### src/rtl/mdio_pkg.sv
`timescale 1ns/1ps
package mdio_pkg;
    localparam int FRAME_BITS = 64;
    localparam int TA_POS     = 46;   // first turnaround bit
    localparam int DATA_POS   = 48;   // first data bit
    localparam int IDX_W      = $clog2(FRAME_BITS + 1);

    typedef enum logic [1:0] {
        OP_NONE  = 2'b00,
        OP_WRITE = 2'b01,
        OP_READ  = 2'b10,
        OP_BAD   = 2'b11
    } mdio_op_e;

    typedef struct packed {
        logic [3:0]  rsvd;
        logic [1:0]  op;
        logic [4:0]  phy;
        logic [4:0]  regad;
        logic [15:0] data;
    } mdio_cmd_t;

    function automatic logic op_is_valid(input logic [1:0] op);
        return (op == OP_WRITE) || (op == OP_READ);
    endfunction

    // Whole frame, MSB goes out first.
    function automatic logic [FRAME_BITS-1:0] build_frame(input mdio_cmd_t c);
        logic [1:0]  ta;
        logic [15:0] dat;
        ta  = (c.op == OP_READ) ? 2'b11 : 2'b10;
        dat = (c.op == OP_READ) ? 16'hFFFF : c.data;
        return {32'hFFFF_FFFF, 2'b01, c.op, c.phy, c.regad, ta, dat};
    endfunction
endpackage

### src/rtl/mdio_mdc_gen.sv
`timescale 1ns/1ps
module mdio_mdc_gen #(
    parameter int HALF_CYCLES = 4   // system clocks per MDC half period (min 2)
) (
    input  logic clk,
    input  logic rst_n,
    input  logic en,
    output logic mdc,
    output logic rise_stb,
    output logic drive_stb
);
    localparam int EFF_HALF = (HALF_CYCLES < 2) ? 2 : HALF_CYCLES;
    localparam int CW       = $clog2(EFF_HALF);
    localparam logic [CW-1:0] LAST = CW'(EFF_HALF - 1);

    typedef struct packed {
        logic [CW-1:0] cnt;
        logic          clk_lvl;
    } div_t;

    div_t div_d, div_q;

    always_comb begin
        div_d     = div_q;
        rise_stb  = 1'b0;
        drive_stb = 1'b0;
        if (!en) begin
            div_d = '0;
        end else begin
            rise_stb  = (div_q.cnt == LAST) && !div_q.clk_lvl;
            drive_stb = (div_q.cnt == '0) && !div_q.clk_lvl;
            if (div_q.cnt == LAST) begin
                div_d.cnt     = '0;
                div_d.clk_lvl = ~div_q.clk_lvl;
            end else begin
                div_d.cnt = div_q.cnt + 1'b1;
            end
        end
    end

    always_ff @(posedge clk or negedge rst_n) begin
        if (!rst_n) div_q <= '0;
        else        div_q <= div_d;
    end

    assign mdc = div_q.clk_lvl;
endmodule

### src/rtl/mdio_frame_eng.sv
`timescale 1ns/1ps
module mdio_frame_eng
    import mdio_pkg::*;
(
    input  logic                  clk,
    input  logic                  rst_n,
    input  logic                  start,
    input  logic [FRAME_BITS-1:0] start_frame,
    input  logic                  start_rd,
    input  logic                  rise_stb,
    input  logic                  drive_stb,
    input  logic                  mdio_i,
    output logic                  busy,
    output logic                  done,
    output logic [15:0]           rdata,
    output logic                  mdio_o,
    output logic                  mdio_oe
);
    localparam logic [IDX_W-1:0] IDX_END  = IDX_W'(FRAME_BITS);
    localparam logic [IDX_W-1:0] IDX_TA   = IDX_W'(TA_POS);
    localparam logic [IDX_W-1:0] IDX_SAMP = IDX_W'(DATA_POS + 1);

    typedef struct packed {
        logic                  busy;
        logic                  is_rd;
        logic [FRAME_BITS-1:0] sh;
        logic [IDX_W-1:0]      idx;    // bits already placed on the line
        logic [15:0]           rd;
        logic                  mdo;
        logic                  oe;
        logic                  done;
    } eng_t;

    eng_t eng_d, eng_q;

    always_comb begin
        eng_d      = eng_q;
        eng_d.done = 1'b0;
        if (start && !eng_q.busy) begin
            eng_d.busy  = 1'b1;
            eng_d.is_rd = start_rd;
            eng_d.sh    = start_frame;
            eng_d.idx   = '0;
            eng_d.rd    = '0;
            eng_d.mdo   = 1'b0;
            eng_d.oe    = 1'b0;
        end else if (eng_q.busy) begin
            if (drive_stb) begin
                if (eng_q.idx == IDX_END) begin
                    eng_d.busy = 1'b0;
                    eng_d.oe   = 1'b0;
                    eng_d.mdo  = 1'b0;
                    eng_d.done = 1'b1;
                end else begin
                    eng_d.mdo = eng_q.sh[FRAME_BITS-1];
                    eng_d.sh  = {eng_q.sh[FRAME_BITS-2:0], 1'b0};
                    eng_d.oe  = !(eng_q.is_rd && (eng_q.idx >= IDX_TA));
                    eng_d.idx = eng_q.idx + 1'b1;
                end
            end
            if (rise_stb && eng_q.is_rd && (eng_q.idx >= IDX_SAMP)) begin
                eng_d.rd = {eng_q.rd[14:0], mdio_i};
            end
        end
    end

    always_ff @(posedge clk or negedge rst_n) begin
        if (!rst_n) eng_q <= '0;
        else        eng_q <= eng_d;
    end

    assign busy    = eng_q.busy;
    assign done    = eng_q.done;
    assign rdata   = eng_q.rd;
    assign mdio_o  = eng_q.mdo;
    assign mdio_oe = eng_q.oe;
endmodule

### src/rtl/mdio_cmd_ctrl.sv
`timescale 1ns/1ps
module mdio_cmd_ctrl
    import mdio_pkg::*;
#(
    parameter int MDC_HALF = 4
) (
    input  logic        clk,
    input  logic        rst_n,
    input  logic        cmd_wr,
    input  logic [31:0] cmd_wdata,
    input  logic        irq_clr,
    input  logic        mdio_i,
    output logic [31:0] ctrl_rdata,
    output logic        irq_done,
    output logic        mdc,
    output logic        mdio_o,
    output logic        mdio_oe
);
    typedef struct packed {
        logic        ready;
        logic [1:0]  op;
        logic [4:0]  phy;
        logic [4:0]  regad;
        logic [15:0] data;
        logic [15:0] wr_hold;
        logic        irq;
    } reg_t;

    localparam reg_t REG_RST = '{ready: 1'b1, default: '0};

    reg_t      reg_d, reg_q;
    mdio_cmd_t cmd;
    logic      accept;
    logic      eng_busy, eng_done;
    logic      rise_stb, drive_stb;
    logic [15:0] eng_rdata;
    logic [3:0]  unused_rsvd;

    assign cmd         = mdio_cmd_t'(cmd_wdata);
    assign unused_rsvd = cmd.rsvd;
    assign accept      = cmd_wr && reg_q.ready && op_is_valid(cmd.op);

    always_comb begin
        reg_d = reg_q;
        if (accept) begin
            reg_d.ready   = 1'b0;
            reg_d.op      = cmd.op;
            reg_d.phy     = cmd.phy;
            reg_d.regad   = cmd.regad;
            reg_d.data    = '0;
            reg_d.wr_hold = cmd.data;
        end
        if (eng_done) begin
            reg_d.ready = 1'b1;
            reg_d.data  = (reg_q.op == OP_READ) ? eng_rdata : reg_q.wr_hold;
        end
        if (irq_clr)  reg_d.irq = 1'b0;
        if (eng_done) reg_d.irq = 1'b1;
    end

    always_ff @(posedge clk or negedge rst_n) begin
        if (!rst_n) reg_q <= REG_RST;
        else        reg_q <= reg_d;
    end

    mdio_mdc_gen #(.HALF_CYCLES(MDC_HALF)) u_mdc_gen (
        .clk       (clk),
        .rst_n     (rst_n),
        .en        (eng_busy),
        .mdc       (mdc),
        .rise_stb  (rise_stb),
        .drive_stb (drive_stb)
    );

    mdio_frame_eng u_frame_eng (
        .clk         (clk),
        .rst_n       (rst_n),
        .start       (accept),
        .start_frame (build_frame(cmd)),
        .start_rd    (cmd.op == OP_READ),
        .rise_stb    (rise_stb),
        .drive_stb   (drive_stb),
        .mdio_i      (mdio_i),
        .busy        (eng_busy),
        .done        (eng_done),
        .rdata       (eng_rdata),
        .mdio_o      (mdio_o),
        .mdio_oe     (mdio_oe)
    );

    assign ctrl_rdata = {3'b000, reg_q.ready, reg_q.op, reg_q.phy, reg_q.regad, reg_q.data};
    assign irq_done   = reg_q.irq;
endmodule

### config.mk
export PLATFORM = sky130hd
export DESIGN_NAME = mdio_cmd_ctrl
export DESIGN_NICKNAME = d
export VERILOG_FILES = /design/src/rtl/mdio_pkg.sv /design/src/rtl/mdio_mdc_gen.sv /design/src/rtl/mdio_frame_eng.sv /design/src/rtl/mdio_cmd_ctrl.sv
export SDC_FILE = /design/constraint.sdc
export NUM_CORES = 1
export LEC_CHECK = 0
export BUFFER_PORTS_ARGS = -buffer_cell sky130_fd_sc_hd__buf_2
export CAP_MARGIN = 20
export CORE_MARGIN = 3
export CORE_UTILIZATION = 38
export DETAILED_ROUTE_END_ITERATION = 10
export PLACE_DENSITY = 0.65
export SETUP_SLACK_MARGIN = 0.4
export SKIP_LAST_GASP = 1
export SLEW_MARGIN = 20
export SYNTH_ARGS = -nofsm -noshare
export SYNTH_HDL_FRONTEND = slang
export SYNTH_SLANG_ARGS = --single-unit
### constraint.sdc
create_clock -name clk -period 5.3 [get_ports clk]
set_clock_uncertainty 0.2 [all_clocks]
set_input_delay 0.795 -clock clk [delete_from_list [all_inputs] [get_ports clk]]
set_output_delay 0.795 -clock clk [all_outputs]
set_load 0.1 [all_outputs]
After elaboration in Yosys (flattened, before gate mapping)
Index checks and enable logic that the tools add are counted.
- $add $sub $neg: 2
- magnitude comparators: 2
- equality and inequality tests: 7
- multiplexer cells: 26
- bitwise operators: 1
- reduce and logical (&&, ||, !) cells: 21
- operators with widths (operator ; count):
    71-bit two-way mux ; 2
    90-bit two-way mux ; 1
    89-bit two-way mux ; 1
    16-bit two-way mux ; 4
    45-bit two-way mux ; 1
    7-bit by 6-bit >= comparator with 1-bit output (second input constant) ; 2
    1-bit two-way mux ; 13
    2-bit nonzero test ; 5
    1-bit logical AND ; 8
    7-bit by 1-bit adder with 7-bit output (second input constant) ; 1
    7-bit equality test (second input constant) ; 1
    2-bit equality test (second input constant) ; 3
    3-bit two-way mux ; 2
    2-bit two-way mux ; 2
    2-bit AND reduction ; 2
    1-bit zero test ; 3
    3-bit AND reduction ; 1
    2-bit by 1-bit adder with 2-bit output (second input constant) ; 1
    2-bit by 1-bit equality test with 1-bit output (second input constant) ; 1
    2-bit zero test ; 1
    2-bit by 1-bit inequality test with 1-bit output (second input constant) ; 1
    2-bit inequality test (second input constant) ; 1
    1-bit logical OR ; 1
    1-bit inverter ; 1
- register bits after elaboration: 141
- bits of input ports: 37
- output and inout bits: 36
- word-level logic and storage cells: 76

Depth between registers and ports, before layout
- depth in word-level cells: 8
- gate-level depth with buffers: 9
- depth with buffers taken out: 6

Cells and area by module
From an unflattened synthesis, not the netlist that was laid out.
- cell total of the unflattened synthesis: 591
- area total of the unflattened synthesis: 6877.8 sq um
- by module, submodules not included (module ; instances ; cells each ; area each (sq um) ; seq. area each (sq um)):
    mdio_frame_eng ; 1 ; 364 ; 4385.5 ; 2302.2
    mdio_cmd_ctrl ; 1 ; 214 ; 2337.2 ; 1152.4
    mdio_mdc_gen ; 1 ; 13 ; 155.1 ; 75.1

Least setup slack after synthesis
OpenSTA, ideal clock, no wires.
- kind: input port to flip-flop
- start: in cmd_wdata[26]
- end: reg u_frame_eng.eng_q, in the netlist u_frame_eng.mdio_oe
- setup time: 0.122 ns
- arrival time: 2.112 ns
- required time: 4.978 ns
- path slack: 2.866 ns
- cell stages on the path: 8
- path buffers: 3
- cells stage by stage: inv_1 > ha_1 > nand3b_1 > buf_2 > nand2b_1 > buf_2 > buf_2 > a32o_1
- cells in the longest elaborated chain, start to end: 6
- elaborated cells on any way between the ends: 9
- those cells by class: 2 x eq/ne; 1 x mux; 6 x reduce/logical
- RTL lines (what ; RTL line ; source):
    start, declared ; mdio_cmd_ctrl.sv:10 ; input logic [31:0] cmd_wdata,
    2-bit by 1-bit equality test with 1-bit output / 2-bit equality test (equally long branches) ; mdio_pkg.sv:24 ; return (op == OP_WRITE) || (op == OP_READ);
    1-bit logical OR * ; mdio_pkg.sv:24 ;
    1-bit logical AND * ; mdio_cmd_ctrl.sv:41 ; assign accept = cmd_wr && reg_q.ready && op_is_valid(cmd.op);
    1-bit logical AND * ; mdio_frame_eng.sv:39 ; if (start && !eng_q.busy) begin
    2-bit nonzero test (no source line) ; -- ;
    2-bit AND reduction (no source line) ; -- ;
    end signal, assigned ; mdio_frame_eng.sv:69 ; else eng_q <= eng_d;
    end, declared ; mdio_frame_eng.sv:34 ; eng_t eng_d, eng_q;
Every way passes the cells marked *; elsewhere a longest branch is shown, timed or not.
A chain may end at the register's enable or synchronous reset.

Final worst setup path
- start: reg u_frame_eng.eng_q, in the netlist u_frame_eng.busy
- end: reg u_frame_eng.eng_q[34] (netlist name)
- cells in the longest elaborated chain, start to end: 4
- elaborated cells on any way between the ends: 8
- those cells by class: 1 x eq/ne; 2 x mux; 5 x reduce/logical
- RTL lines (what ; RTL line):
    1-bit zero test ; mdio_frame_eng.sv:39
    1-bit logical AND ; mdio_frame_eng.sv:39
    2-bit by 1-bit inequality test with 1-bit output (no source line) / 2-bit nonzero test (equally long branches) ; --
    3-bit AND reduction (no source line) ; --
Several ways; a longest one is shown, not always the timed one.

==> impl_metrics.py <==
metrics = {
    "run_status": {
        "outcome": "complete, no violations",
    },
    "route": {
        "dr.pass1.iters": 4,
        "routed_via_density": 4.97,
        "drt_wl_total_mm": 12.5,
        "drtIter0Drc": 269,
        "drc": 0,
        "drt-met1-wl_mm": 5.75,
        "wl_met3_um": 567,
        "wire_per_inst_um": 14.4,
        "route.vias.total": 4316,
        "route.met2.wl_mm": 6.01,
        "dr.max_layer_used": "met4",
        "antenna_left": 0,
    },
    "placed_design": {
        "placed_area_mm2": 0.00662,
        "dp.cells": 837,
        "io_buffers": 65,
        "dp_hpwl_mm": 8.21,
        "gp_congestion": 0.834,
        "place_ws_ps": 2010,
    },
    "clocking": {
        "cts_tree": "done",
        "cts_resized": 0,
        "cts_root_buf": "clkbuf_16",
        "cts_sinks": 141,
        "worstSkewPairLatency_ps": 410,
        "htree_levels": 4,
        "cts_buffer_depth": 2,
        "hold_buffers": 0,
        "path_clk_slew_ps": 60,
        "cts_setup_buffers": 0,
        "cts_buffers": 17,
    },
    "power_and_ir_drop": {
        "p_per_area_mw_per_mm2": 324,
        "vdd_drop_max_uv": 236,
        "p_leak_nw": 3.26,
    },
    "die": {
        "ios": 73,
        "die_width_um": 136,
        "initial_utilization_pct": 39.6,
        "row_count": 46,
        "core_mm2": 0.0162,
        "dieArea_mm2": 0.0184,
        "die-height_um": 136,
    },
    "cells_and_area": {
        "areaGrowthSynthToFinish_pct": 12.9,
        "layout_common_cells": "dfrtp_1 (140), nand2_1 (95), buf_2 (64)",
        "regArea_mm2": 0.00353,
        "antenna_cells": 0,
        "drive_above_1_share_pct": 24.0,
        "multi_input_comb_area_mm2": 0.00232,
        "instances_no_fill": 869,
        "final_core_util_pct": 44.7,
        "fin_area_mm2": 0.00723,
        "layout_commonest_cell": "dfrtp_1",
        "fillers": 1485,
        "nets": 684,
    },
    "timing": {
        "min_period_ps": 3080,
        "finalCritPeriodShare_pct": 58.2,
        "finalSetupViolCount": 0,
        "rsz0062_at_grt": "false",
        "final_critical_path_setup_slack_ps": 2220,
        "max_clock_freq_ghz": 0.324,
        "tns_ps": 0,
        "tightest_slew_ps": 996,
        "drv_slew": 0,
        "hold_violations": 0,
        "slew_headroom_pct": 33.6,
    },
    "worst_setup_path": {
        "worstSetupStartpoint": "u_frame_eng.busy$_DFF_PN0_",
        "critPathSlowestCell": "dfrtp_1",
        "cp.arrival_ps": 3180,
        "worstSetupPathDepth": 5,
        "reg2reg_from": "u_frame_eng.busy$_DFF_PN0_",
        "r2r_end": "u_frame_eng.eng_q[34]$_DFFE_PN0P_",
        "worstSetupEndpointType": "register",
        "endpoint": "u_frame_eng.eng_q[34]$_DFFE_PN0P_",
        "critPathLaunchType": "register",
        "cp_slowest_stage_delay_ps": 830,
        "critical_path_class": "register to register",
        "cp.required_ps": 5400,
        "crit_family": "flip-flops",
        "regToRegSetupSlack_ps": 2220,
        "reg2reg_depth": 5,
        "path_buf_inv": 1,
        "cp_max_fo": 105,
        "crit_chain": "nand3b_4 > a41oi_4 > buf_4 > nor2_2 > a221o_1",
    },
    "flow_run": {
        "cap_violations": 0,
    },
    "logic_synthesis": {
        "syn_area_mm2": 0.00640,
        "synth_cells": 618,
        "seq_area_frac_synth_pct": 55.1,
        "ys_ff_latch": 141,
        "synth_edf_count": 0,
        "async_flop_share_pct": 100,
        "ys_warn_count": 0,
        "synth_cell_types": 44,
        "avgSynthCellArea_um2": 10.4,
        "dominantRegCellSynth": "dfrtp_1",
    },
    "worst_hold_path": {
        "hold_class": "register to register",
    },
    "global_route": {
        "grt_max_degree": 106,
        "antenna_found_initial": 0,
        "grt_pass1_vias": 4387,
        "overflow": 0,
        "grt_usage_pct": 14.8,
        "grt_pass1_wl_mm": 21.6,
    },
}
## cell families (layout without fill, tap and decap cells)
family / after synthesis / in the layout / share of synthesized area (%)
compound gates: 112 / 112 / 11.1
flops: 141 / 141 / 55.1
simple gates: 191 / 191 / 12.6
mux: 61 / 61 / 10.5
xor+xnor: 3 / 3 / 0.411
fa+ha+maj: 7 / 7 / 1.37
buf+inv: 102 / 135 / 8.82
other cells: 1 / 3 / 0.0586
## registers in the layout, indices dropped and copies added, names as in the netlist
| name | flops |
|---|---|
| ctrl_rdata | 29 |
| irq_done | 1 |
| reg_q | 16 |
| u_frame_eng.busy | 1 |
| u_frame_eng.done | 1 |
| u_frame_eng.eng_q | 72 |
| u_frame_eng.mdio_o | 1 |
| u_frame_eng.mdio_oe | 1 |
| u_frame_eng.rdata | 16 |
| u_mdc_gen.div_q | 2 |
| u_mdc_gen.mdc | 1 |
## where the power goes
part           total (W)  internal (W)  switching, W
combinational  0.0000537     0.0000121     0.0000416
sequential       0.00108       0.00108             0
clock            0.00121      0.000771      0.000438
## cell usage after synthesis (8+ instances only)
| cell | n | area [um^2] |
|---|---|---|
| buf_4 | 36 | 270 |
| a22oi_1 | 8 | 60.1 |
| nand2_1 | 95 | 357 |
| o21ai_0 | 59 | 295 |
| nor2_1 | 62 | 233 |
| mux2_2 | 44 | 495 |
| buf_2 | 16 | 80.1 |
| nor3_1 | 9 | 45.0 |
| a221o_1 | 13 | 130 |
| inv_1 | 31 | 116 |
| dfrtp_1 | 140 | 3500 |
| mux2i_1 | 16 | 160 |
| a21oi_1 | 10 | 50.1 |
| clkbuf_1 | 15 | 56.3 |
## worst min-delay path by stage
stage | to | startpoint | slack, ps | cells past startpoint
after global placement | u_mdc_gen.div_q[1]$_DFF_PN0_ | u_mdc_gen.div_q[1]$_DFF_PN0_ | 250 | 1
final | u_frame_eng.eng_q[73]$_DFFE_PN0P_ | u_frame_eng.eng_q[72]$_DFFE_PN0P_ | 270 | 2
after floorplan | u_mdc_gen.div_q[1]$_DFF_PN0_ | u_mdc_gen.div_q[1]$_DFF_PN0_ | 230 | 1
after detailed placement | u_mdc_gen.div_q[1]$_DFF_PN0_ | u_mdc_gen.div_q[1]$_DFF_PN0_ | 260 | 1
after CTS | u_mdc_gen.div_q[1]$_DFF_PN0_ | u_mdc_gen.div_q[1]$_DFF_PN0_ | 280 | 1
after global routing | u_mdc_gen.div_q[1]$_DFF_PN0_ | u_mdc_gen.div_q[1]$_DFF_PN0_ | 290 | 1
## worst reg2reg max path, cell delays in order, from the launching register on
cell	delay (ps)
dfrtp_1	830
nand3b_4	240
a41oi_4	230
buf_4	720
nor2_2	370
a221o_1	380
## area by class of cell
type | instances | area share [%]
clock buffers | 20 | 6.46
well taps | 216 | 3.74
clock inverters | 12 | 1.97
inverters | 31 | 1.61
repair buffers | 72 | 5.31
multi-input cells | 377 | 32.1
flip-flops and latches | 141 | 48.8
## routing by layer
layer,vias up,global-route usage (%)
li1,2079,-
met1,2137,19.4
met2,82,23.5
met3,18,4.05
met4,0,5.71
met5,-,0
## stage by stage
stage / hold WS [ps] / total power [W]
floorplan: 230 / 0.00111
CTS: 277 / 0.00237
finish: 275 / 0.00234
global placement: 246 / 0.00115
detailed placement: 264 / 0.00115
global route: 290 / 0.00243
(Power assumes the default switching activity.)
